File: src/rtl/cbs_pkg.sv
package cbs_pkg;

    typedef enum logic [1:0] {
        ACC_NONE = 2'd0,
        ACC_LO   = 2'd1,
        ACC_HI   = 2'd2,
        ACC_LH   = 2'd3
    } acc_e;

    // true when a read in this mode/toggle state ends the byte sequence
    function automatic logic seq_last(input acc_e acc, input logic tog);
        return (acc != ACC_LH) || tog;
    endfunction

endpackage

File: src/rtl/cbs_mode_reg.sv
module cbs_mode_reg
    import cbs_pkg::*;
(
    input  logic       clk,
    input  logic       rst_n,
    input  logic       prog,
    input  logic [1:0] acc_mode,
    output logic       prog_ok,
    output acc_e       acc
);

    typedef struct packed {
        acc_e mode;
    } mode_st_t;

    mode_st_t st_d, st_q;

    always_comb begin
        prog_ok = prog && (acc_e'(acc_mode) != ACC_NONE);
        st_d    = st_q;
        if (prog_ok) begin
            st_d.mode = acc_e'(acc_mode);
        end
    end

    always_ff @(posedge clk or negedge rst_n) begin
        if (!rst_n) begin
            st_q.mode <= ACC_LH;
        end else begin
            st_q <= st_d;
        end
    end

    assign acc = st_q.mode;

endmodule

File: src/rtl/cbs_wr_asm.sv
module cbs_wr_asm
    import cbs_pkg::*;
#(
    parameter int BYTE_W = 8,
    localparam int CNT_W = 2 * BYTE_W
) (
    input  logic              clk,
    input  logic              rst_n,
    input  logic              prog_ok,
    input  acc_e              acc,
    input  logic              wr_en,
    input  logic [BYTE_W-1:0] wr_data,
    output logic [CNT_W-1:0]  load_value,
    output logic              load_pulse,
    output logic              wr_tog
);

    localparam logic [BYTE_W-1:0] ZB = '0;

    typedef struct packed {
        logic              tog;
        logic [BYTE_W-1:0] lo;
        logic [CNT_W-1:0]  val;
        logic              pulse;
    } wr_st_t;

    wr_st_t st_d, st_q;

    always_comb begin
        st_d       = st_q;
        st_d.pulse = 1'b0;
        if (prog_ok) begin
            st_d.tog = 1'b0;
            st_d.lo  = ZB;
        end else if (wr_en) begin
            unique case (acc)
                ACC_LO: begin
                    st_d.val   = {ZB, wr_data};
                    st_d.pulse = 1'b1;
                end
                ACC_HI: begin
                    st_d.val   = {wr_data, ZB};
                    st_d.pulse = 1'b1;
                end
                ACC_LH: begin
                    if (!st_q.tog) begin
                        st_d.lo  = wr_data;
                        st_d.tog = 1'b1;
                    end else begin
                        st_d.val   = {wr_data, st_q.lo};
                        st_d.pulse = 1'b1;
                        st_d.tog   = 1'b0;
                    end
                end
                default: begin
                    st_d = st_d;
                end
            endcase
        end
    end

    always_ff @(posedge clk or negedge rst_n) begin
        if (!rst_n) begin
            st_q <= '0;
        end else begin
            st_q <= st_d;
        end
    end

    assign load_value = st_q.val;
    assign load_pulse = st_q.pulse;
    assign wr_tog     = st_q.tog;

endmodule

File: src/rtl/cbs_rd_ser.sv
module cbs_rd_ser
    import cbs_pkg::*;
#(
    parameter int BYTE_W = 8,
    localparam int CNT_W = 2 * BYTE_W
) (
    input  logic              clk,
    input  logic              rst_n,
    input  logic              prog_ok,
    input  acc_e              acc,
    input  logic              rd_en,
    input  logic              latch_cmd,
    input  logic [CNT_W-1:0]  live_count,
    output logic [BYTE_W-1:0] rd_data,
    output logic              rd_tog,
    output logic              rd_held,
    output logic [CNT_W-1:0]  rd_snap
);

    typedef struct packed {
        logic             tog;
        logic             held;
        logic [CNT_W-1:0] snap;
    } rd_st_t;

    rd_st_t           st_d, st_q;
    logic [CNT_W-1:0] view;
    logic             pick_hi;

    always_comb begin
        st_d = st_q;
        if (prog_ok) begin
            st_d.tog  = 1'b0;
            st_d.held = 1'b0;
        end else begin
            if (rd_en) begin
                if (acc == ACC_LH) begin
                    st_d.tog = ~st_q.tog;
                end
                if (seq_last(acc, st_q.tog)) begin
                    st_d.held = 1'b0;
                end
            end
            if (latch_cmd && !st_q.held) begin
                st_d.held = 1'b1;
                st_d.snap = live_count;
            end
        end
    end

    always_ff @(posedge clk or negedge rst_n) begin
        if (!rst_n) begin
            st_q <= '0;
        end else begin
            st_q <= st_d;
        end
    end

    always_comb begin
        view    = st_q.held ? st_q.snap : live_count;
        pick_hi = (acc == ACC_HI) || ((acc == ACC_LH) && st_q.tog);
        rd_data = pick_hi ? view[CNT_W-1:BYTE_W] : view[BYTE_W-1:0];
    end

    assign rd_tog  = st_q.tog;
    assign rd_held = st_q.held;
    assign rd_snap = st_q.snap;

endmodule

File: src/rtl/cnt_byte_seq.sv
module cnt_byte_seq
    import cbs_pkg::*;
#(
    parameter int BYTE_W = 8,
    localparam int CNT_W = 2 * BYTE_W
) (
    input  logic              clk,
    input  logic              rst_n,
    input  logic              prog,
    input  logic [1:0]        acc_mode,
    input  logic              wr_en,
    input  logic [BYTE_W-1:0] wr_data,
    input  logic              rd_en,
    input  logic              latch_cmd,
    input  logic [CNT_W-1:0]  live_count,
    output logic [CNT_W-1:0]  load_value,
    output logic              load_pulse,
    output logic [BYTE_W-1:0] rd_data
);

    acc_e             acc_q;
    logic             prog_ok;
    logic             wr_tog;
    logic             rd_tog;
    logic             rd_held;
    logic [CNT_W-1:0] rd_snap;

    cbs_mode_reg u_mode (
        .clk      (clk),
        .rst_n    (rst_n),
        .prog     (prog),
        .acc_mode (acc_mode),
        .prog_ok  (prog_ok),
        .acc      (acc_q)
    );

    cbs_wr_asm #(.BYTE_W(BYTE_W)) u_wr (
        .clk        (clk),
        .rst_n      (rst_n),
        .prog_ok    (prog_ok),
        .acc        (acc_q),
        .wr_en      (wr_en),
        .wr_data    (wr_data),
        .load_value (load_value),
        .load_pulse (load_pulse),
        .wr_tog     (wr_tog)
    );

    cbs_rd_ser #(.BYTE_W(BYTE_W)) u_rd (
        .clk        (clk),
        .rst_n      (rst_n),
        .prog_ok    (prog_ok),
        .acc        (acc_q),
        .rd_en      (rd_en),
        .latch_cmd  (latch_cmd),
        .live_count (live_count),
        .rd_data    (rd_data),
        .rd_tog     (rd_tog),
        .rd_held    (rd_held),
        .rd_snap    (rd_snap)
    );

endmodule

File: config.mk
export PLATFORM = sky130hd
export DESIGN_NAME = cnt_byte_seq
export DESIGN_NICKNAME = d
export VERILOG_FILES = /design/src/rtl/cbs_pkg.sv /design/src/rtl/cbs_mode_reg.sv /design/src/rtl/cbs_wr_asm.sv /design/src/rtl/cbs_rd_ser.sv /design/src/rtl/cnt_byte_seq.sv
export SDC_FILE = /design/constraint.sdc
export NUM_CORES = 1
export LEC_CHECK = 0
export BUFFER_PORTS_ARGS = -buffer_cell sky130_fd_sc_hd__buf_2
export CORE_AREA = 3 3 78 80
export CTS_BUF_LIST = sky130_fd_sc_hd__clkbuf_2 sky130_fd_sc_hd__clkbuf_4 sky130_fd_sc_hd__clkbuf_8
export CTS_CLUSTER_SIZE = 40
export DETAILED_ROUTE_END_ITERATION = 7
export DIE_AREA = 0 0 81 83
export GPL_ROUTABILITY_DRIVEN = 0
export GPL_TIMING_DRIVEN = 0
export PLACE_DENSITY = 0.72
export SLEW_MARGIN = 10
export SYNTH_ARGS = -nofsm -noshare
export SYNTH_HDL_FRONTEND = slang
export SYNTH_SLANG_ARGS = --single-unit
File: constraint.sdc
create_clock -name clk -period 4.41 [get_ports clk]
set_clock_uncertainty 0.05 [all_clocks]
set_input_delay 0.882 -clock clk [delete_from_list [all_inputs] [get_ports clk]]
set_output_delay 0.882 -clock clk [all_outputs]
set_load 0.1 [all_outputs]
==> flow_metrics.env, run 1 <==
export IMPL_area_delta_synth_final_pct=19.2
export IMPL_clk_pin_slew_ns=0.09
export IMPL_cp_startpoint="u_mode.acc[0]"
export IMPL_synth_top_family_by_area="simple AND/OR/NAND/NOR gates"
export IMPL_p_leak_uw=0.00137
export IMPL_drtIter0Drc=217
export IMPL_h_tree_depth=2
export IMPL_finalHoldViolations=0
export IMPL_pin_count=57
export IMPL_nNetsFinal=343
export IMPL_grt_ovfl_total=0
export IMPL_wirelength_mm=6.58
export IMPL_grt_usage=0.205
export IMPL_seq_area_frac_synth=0.433
export IMPL_setup_tns_final_ns=0
export IMPL_setup_viol=0
export IMPL_synth_xor_area_frac=0.00329
export IMPL_yosys_area_share_simple=0.173
export IMPL_syn_area_sq_um=2670
export IMPL_grt_pass1_vias=2193
export IMPL_die_w_um=81
export IMPL_post_cts_resize_count=0
export IMPL_cts_buffers_inserted=5
export IMPL_synth_compound_area_frac=0.154
export IMPL_hold_buffers=0
export IMPL_worst_slew_pin_slew_ns=1.03
export IMPL_max_stage_delay_ns=0.60
export IMPL_num_rows=27
export IMPL_path_class="reg2out"
export IMPL_yosysTopAreaCellShare=0.413
export IMPL_synth_mux_area_frac=0.142
export IMPL_p_total_uw=2050
export IMPL_via_count=2232
export IMPL_rsz0062_at_grt="false"
export IMPL_io_buffers=56
export IMPL_cts_tree="built"
export IMPL_drcViolationCount=0
export IMPL_final_antenna_net_count=0
export IMPL_critPathBufInv=3
export IMPL_power_density_nw_per_um2=644
export IMPL_critPathRequiredTime_ns=3.48
export IMPL_cts_buffer_depth=2
export IMPL_arrival_ns=2.26
export IMPL_fin_ws_ns=1.21
export IMPL_status="finished clean"
export IMPL_path_cells="buf_6, inv_2, o21ai_4, mux4_1, buf_2"
export IMPL_start_util=0.487
export IMPL_pre_cts_ws_ns=1.50
export IMPL_yosys_area_share_adder=0
export IMPL_drtPass1Iterations=4
export IMPL_synth_cells=248
export IMPL_path_max_fanout=8
export IMPL_via_per_inst=5.81
export IMPL_startpoint_type="flop"
export IMPL_final_util=0.581
export IMPL_dieHeight_um=83
export IMPL_syn_avg_cell_area_sq_um=10.7
export IMPL_period_share=0.725
export IMPL_dieArea_sq_um=6720
export IMPL_crit_family="multiplexers"
export IMPL_hp_class="reg2reg"
export IMPL_cts_root_buf="clkbuf_8"
export IMPL_hp_start="u_rd.rd_snap[8]"
export IMPL_cp_slowest_cell="mux4_1"
export IMPL_wire_per_inst_um=17.1
export IMPL_n_antenna_cell=0
export IMPL_core_region_area_sq_um=5470
export IMPL_cts_sinks=46
export IMPL_clock_fmax_ghz=0.313
export IMPL_grt_pass1_wl_mm=11.0
export IMPL_timing_max_cap_violations=0
export IMPL_antenna_found_initial=0
export IMPL_synth_seq_cells=46
export IMPL_final_max_slew_viol_count=0
export IMPL_synth_area_leaders="dfrtp_1, mux2_2, mux4_2"
export IMPL_synth_cell_types=38
export IMPL_syn_num_nets=280
export IMPL_r2r_start="u_mode.acc[0]"
export IMPL_synth_warning_count=0
export IMPL_clock_latency_ns=0.30
export IMPL_ir_drop_mv=0.308
export IMPL_hpwl_mm=4.55
export IMPL_period_minus_slack_ns=3.20
export IMPL_endpoint_kind="primary output"
export IMPL_slew_headroom=0.315
export IMPL_synth_top_area_cell="dfrtp_1"
export IMPL_drive_above_1_share=0.385
export IMPL_cts_setup_buffers=0
export IMPL_grt_max_degree=47
-- kinds of logic (layout without fill, tap and decap cells) --
family                    count (synthesis)  in the layout
muxes                                    25             25
DFF                                      46             46
AOI/OAI and AO/OA                        55             55
buffers and inverters                    41            105
and+or+nand+nor                          80             80
xor gates and xnor gates                  1              1
-- sequential cells by signal (all words and copies together) (netlist names) --
register and flops:
u_rd.rd_tog 1, u_wr.load_pulse 1, u_wr.wr_tog 1, u_rd.rd_held 1, u_wr.load_value 16, u_rd.rd_snap 16, u_mode.acc 2, u_wr.st_q 8
-- layout make-up --
class,count,area (sq um)
well taps,72,90.1
fillers,478,2290
inverters,2,7.51
clock inverters,2,60.1
repair buffers,56,280
plain buffers,39,243
flip-flops and latches,46,1150
clock buffers,6,82.6
multi-input cells,161,1260
-- placed cells by master (no fill, tap or decap), drive strengths merged, types with 8 or more instances in the layout --
master / Yosys / final
buf: 28 / 84
dfrtp: 44 / 44
nand2: 20 / 20
nand3: 19 / 19
mux2: 17 / 17
clkbuf: 11 / 17
nand4: 16 / 16
o21ai: 12 / 12
a21oi: 9 / 9
nor3b: 8 / 8
a41oi: 8 / 8
nand2b: 8 / 8
a2111oi: 8 / 8
a21boi: 8 / 8
a211o: 8 / 8
mux4: 8 / 8
-- path summary, 6_finish.rpt --
kind / endpoint / slack [ns] / cells past startpoint
max reg2reg: u_wr.load_value[4] / 2.63 / 5
min in group asynchronous: u_wr.load_value[8] / 0.70 / 1
max: rd_data[7] / 1.21 / 5
min: u_rd.rd_snap[8] / 0.46 / 1
min reg2reg: u_rd.rd_snap[8] / 0.46 / 1
max in group asynchronous: u_wr.st_q[17] / 2.96 / 1
-- per-layer routing --
metal / wire, um / part of all wire / up-vias / track usage
met5: 0 / 0 / - / 0
met3: 574 / 0.087 / 7 / 0.0499
li1: - / - / 1043 / -
met1: 2870 / 0.44 / 1080 / 0.297
met4: 67 / 0.010 / 0 / 0.0461
met2: 3060 / 0.47 / 102 / 0.309
-- synth_stat cells, drive strengths merged --
cell     instances
nand4           16
dfrtp           44
a2111oi          8
a21oi            9
clkbuf          11
nand2b           8
nor2             1
inv              2
o21a             1
a211o            8
and2             1
a21boi           8
dfstp            2
xor2             1
nor3b            8
and4b            1
a41oi            8
nand2           20
nand4b           1
nand3           19
nor3             1
nand3b           2
mux4             8
mux2            17
nor2b            2
o21ai           12
buf             28
a31oi            1
-- where the power goes --
part | total, uW | switching (uW) | leakage [uW] | internal (uW)
clock network | 388 | 146 | 0.0000714 | 242
logic | 1060 | 770 | 0.000745 | 287
registers | 602 | 75.4 | 0.000552 | 527
-- per-stage QoR --
step	std cells	hold WS [ns]	area [sq um]
6_report	384	0.458	3180
5_1_grt	384	0.477	3180
2_1_floorplan	248	0.409	2670
4_1_cts	384	0.461	3180
3_3_place_gp	376	0.421	3040
3_5_place_dp	376	0.440	3040
Note: power is estimated with default switching activity, not from simulation.
==> run 2: changes to the inputs <==
--- a/config.mk
+++ b/config.mk
@@ -5,15 +5,16 @@
 export SDC_FILE = /design/constraint.sdc
 export NUM_CORES = 1
 export LEC_CHECK = 0
+export ABC_AREA = 1
 export BUFFER_PORTS_ARGS = -buffer_cell sky130_fd_sc_hd__buf_2
-export CORE_AREA = 3 3 78 80
+export CORE_AREA = 3 3 76 78
 export CTS_BUF_LIST = sky130_fd_sc_hd__clkbuf_2 sky130_fd_sc_hd__clkbuf_4 sky130_fd_sc_hd__clkbuf_8
 export CTS_CLUSTER_SIZE = 40
 export DETAILED_ROUTE_END_ITERATION = 7
-export DIE_AREA = 0 0 81 83
+export DIE_AREA = 0 0 79 81
 export GPL_ROUTABILITY_DRIVEN = 0
 export GPL_TIMING_DRIVEN = 0
-export PLACE_DENSITY = 0.72
+export PLACE_DENSITY = 0.75
 export SLEW_MARGIN = 10
 export SYNTH_ARGS = -nofsm -noshare
 export SYNTH_HDL_FRONTEND = slang
==> constraint.sdc (replaced) <==
create_clock -name clk -period 2.8 [get_ports clk]
set_clock_uncertainty 0.05 [all_clocks]
set_input_delay 0.56 -clock clk [delete_from_list [all_inputs] [get_ports clk]]
set_output_delay 0.56 -clock clk [all_outputs]
set_load 0.1 [all_outputs]
==> run 2 against run 1 <==
Core utilization grew 0.94 points; via count down 1.3%; largest power group unchanged; critical path type unchanged; hold slack worse by 0.094 ns; clock power up 54%; critical endpoint unchanged; highest routed layer unchanged; largest cell class is now sequential cells; die area decreased by 4.8%; sequential power grew 38%; synthesized area shrank 5.4%; setup slack got worse by 1.1 ns; first-iteration DRC count increased by 0.46%.
==> flow_metrics.env, run 2 <==
export IMPL_hpwl_mm=4.11
export IMPL_start_util=0.491
export IMPL_final_antenna_net_count=0
export IMPL_n_antenna_cell=0
export IMPL_clock_latency_ns=0.29
export IMPL_yosysTopAreaCellShare=0.437
export IMPL_final_common_cell="nand2_1"
export IMPL_async_flop_share=1.00
export IMPL_endpoint_kind="primary output"
export IMPL_timing_max_cap_violations=0
export IMPL_yosys_area_share_adder=0
export IMPL_wirelength_mm=5.47
export IMPL_rsz0062_at_grt="false"
export IMPL_nNetsFinal=420
export IMPL_cts_tree="built"
export IMPL_grt_ovfl_total=0
export IMPL_worst_slew_pin_slew_ns=0.985
export IMPL_power_density_nw_per_um2=810
export IMPL_hp_class="in2async"
export IMPL_hold_buffers=0
export IMPL_critPathRequiredTime_ns=2.19
export IMPL_ir_drop_mv=0.367
export IMPL_clk_pin_slew_ns=0.08
export IMPL_syn_num_nets=357
export IMPL_grt_pass1_vias=2059
export IMPL_path_class="reg2out"
export IMPL_dieHeight_um=81
export IMPL_synth_edff_count=0
export IMPL_synth_top_area_cell="dfrtp_1"
export IMPL_yosys_area_share_simple=0.284
export IMPL_placed_area_sq_um=2890
export IMPL_die_w_um=79
export IMPL_synth_xor_area_frac=0.00347
export IMPL_drcViolationCount=0
export IMPL_via_per_inst=4.80
export IMPL_cts_root_buf="clkbuf_8"
export IMPL_path_max_fanout=10
export IMPL_synth_cells=325
export IMPL_stdcell_area_sq_um=3030
export IMPL_synth_cell_types=27
export IMPL_clock_fmax_ghz=0.378
export IMPL_area_delta_synth_final_pct=20.2
export IMPL_wire_per_inst_um=11.9
export IMPL_synth_warning_count=0
export IMPL_synth_seq_cells=46
export IMPL_h_tree_depth=2
export IMPL_synth_most_common_cell="nand2_1"
export IMPL_seq_area_frac_synth=0.457
export IMPL_fin_cells=459
export IMPL_antenna_found_initial=0
export IMPL_cts_buffers_inserted=5
export IMPL_final_max_slew_viol_count=0
export IMPL_synth_area_leaders="dfrtp_1, nand2_1, o21ai_0"
export IMPL_p_total_uw=2460
export IMPL_pre_cts_ws_ns=0.477
export IMPL_core_region_area_sq_um=5140
export IMPL_post_cts_resize_count=0
export IMPL_cp_startpoint="u_mode.acc[1]"
export IMPL_synth_mux_area_frac=0
export IMPL_grt_pass1_wl_mm=9.36
export IMPL_num_rows=26
export IMPL_rr_worst_depth=5
export IMPL_period_share=0.944
export IMPL_r2r_start="u_mode.acc[1]"
export IMPL_startpoint_type="flop"
export IMPL_syn_area_sq_um=2520
export IMPL_dieArea_sq_um=6400
export IMPL_final_cell_mix="nand2_1, buf_2, dfrtp_1"
export IMPL_place_inst=451
export IMPL_drtPass1Iterations=5
export IMPL_p_leak_uw=0.00169
export IMPL_cts_buffer_depth=2
export IMPL_status="finished clean"
export IMPL_yosys_top_cells_count="nand2_1, o21ai_0, dfrtp_1, nand3_1, inv_1"
export IMPL_finalHoldViolations=0
export IMPL_io_buffers=56
export IMPL_slew_headroom=0.343
export IMPL_synth_ff_type="dfrtp_1"
export IMPL_syn_avg_cell_area_sq_um=7.76
export IMPL_drive_above_1_share=0.285
export IMPL_grt_usage=0.184
export IMPL_arrival_ns=2.03
export IMPL_synth_top_family_by_area="simple AND/OR/NAND/NOR gates"
export IMPL_drtIter0Drc=218
export IMPL_synth_compound_area_frac=0.115
export IMPL_period_minus_slack_ns=2.64
export IMPL_setup_viol=0
export IMPL_final_util=0.590
export IMPL_fillCellCount=489
export IMPL_via_count=2202
export IMPL_cts_setup_buffers=0
export IMPL_grt_max_degree=47
export IMPL_cts_sinks=46
export IMPL_fin_ws_ns=0.157
export IMPL_pin_count=57
run 2: final timing paths:
kind                                  endpoint  slack [ns]
min                            u_wr.load_pulse        0.36
max reg2reg                 u_wr.load_value[7]        1.29
min in group clk                 u_mode.acc[0]        0.43
min reg2reg                u_wr.load_value[12]        0.43
max                                 rd_data[7]        0.16
max in group asynchronous          u_rd.rd_tog        1.71
run 2: cell type report:
type,instances,area (sq um),share of cell area
flip-flops and latches,46,1150,0.380
clock buffers,6,82.6,0.0272
plain buffers,32,230,0.0759
well taps,70,87.6,0.0289
multi-input cells,214,1010,0.335
repair buffers,56,280,0.0924
inverters,33,124,0.0408
clock inverters,2,60.1,0.0198
run 2: worst max-delay path, cell delays in order, from the launching register on:
cell      delay (ns)
dfstp_2         0.57
inv_2           0.05
clkbuf_8        0.16
a21oi_4         0.20
buf_6           0.17
nand2_1         0.06
o21ai_1         0.08
buf_2           0.45
run 2: kinds of logic (layout without fill, tap and decap cells):
| kind of cell | after synthesis | after routing |
|---|---|---|
| and+or+nand+nor | 159 | 159 |
| xor gates and xnor gates | 1 | 1 |
| DFF | 46 | 46 |
| buffers and inverters | 65 | 129 |
| AOI/OAI and AO/OA | 54 | 54 |
run 2: per-stage QoR:
stage          hold slack (ns)  TNS (ns)
2_1_floorplan            0.214   -0.0655
3_3_place_gp             0.407         0
3_5_place_dp             0.410         0
4_1_cts                  0.417         0
5_1_grt                  0.442         0
6_report                 0.365         0
run 2: metal layers:
layer,track usage,routed length [um],up-vias
li1,-,-,1132
met1,0.257,2510,1001
met2,0.302,2580,62
met3,0.0288,305,7
met4,0.0412,70,0
met5,0,0,-
run 2: power breakdown:
part	total, uW	internal [uW]	switching, uW
Combinational	1030	230	798
Sequential	829	773	56.1
Clock	599	381	218
Total	2460	1380	1070
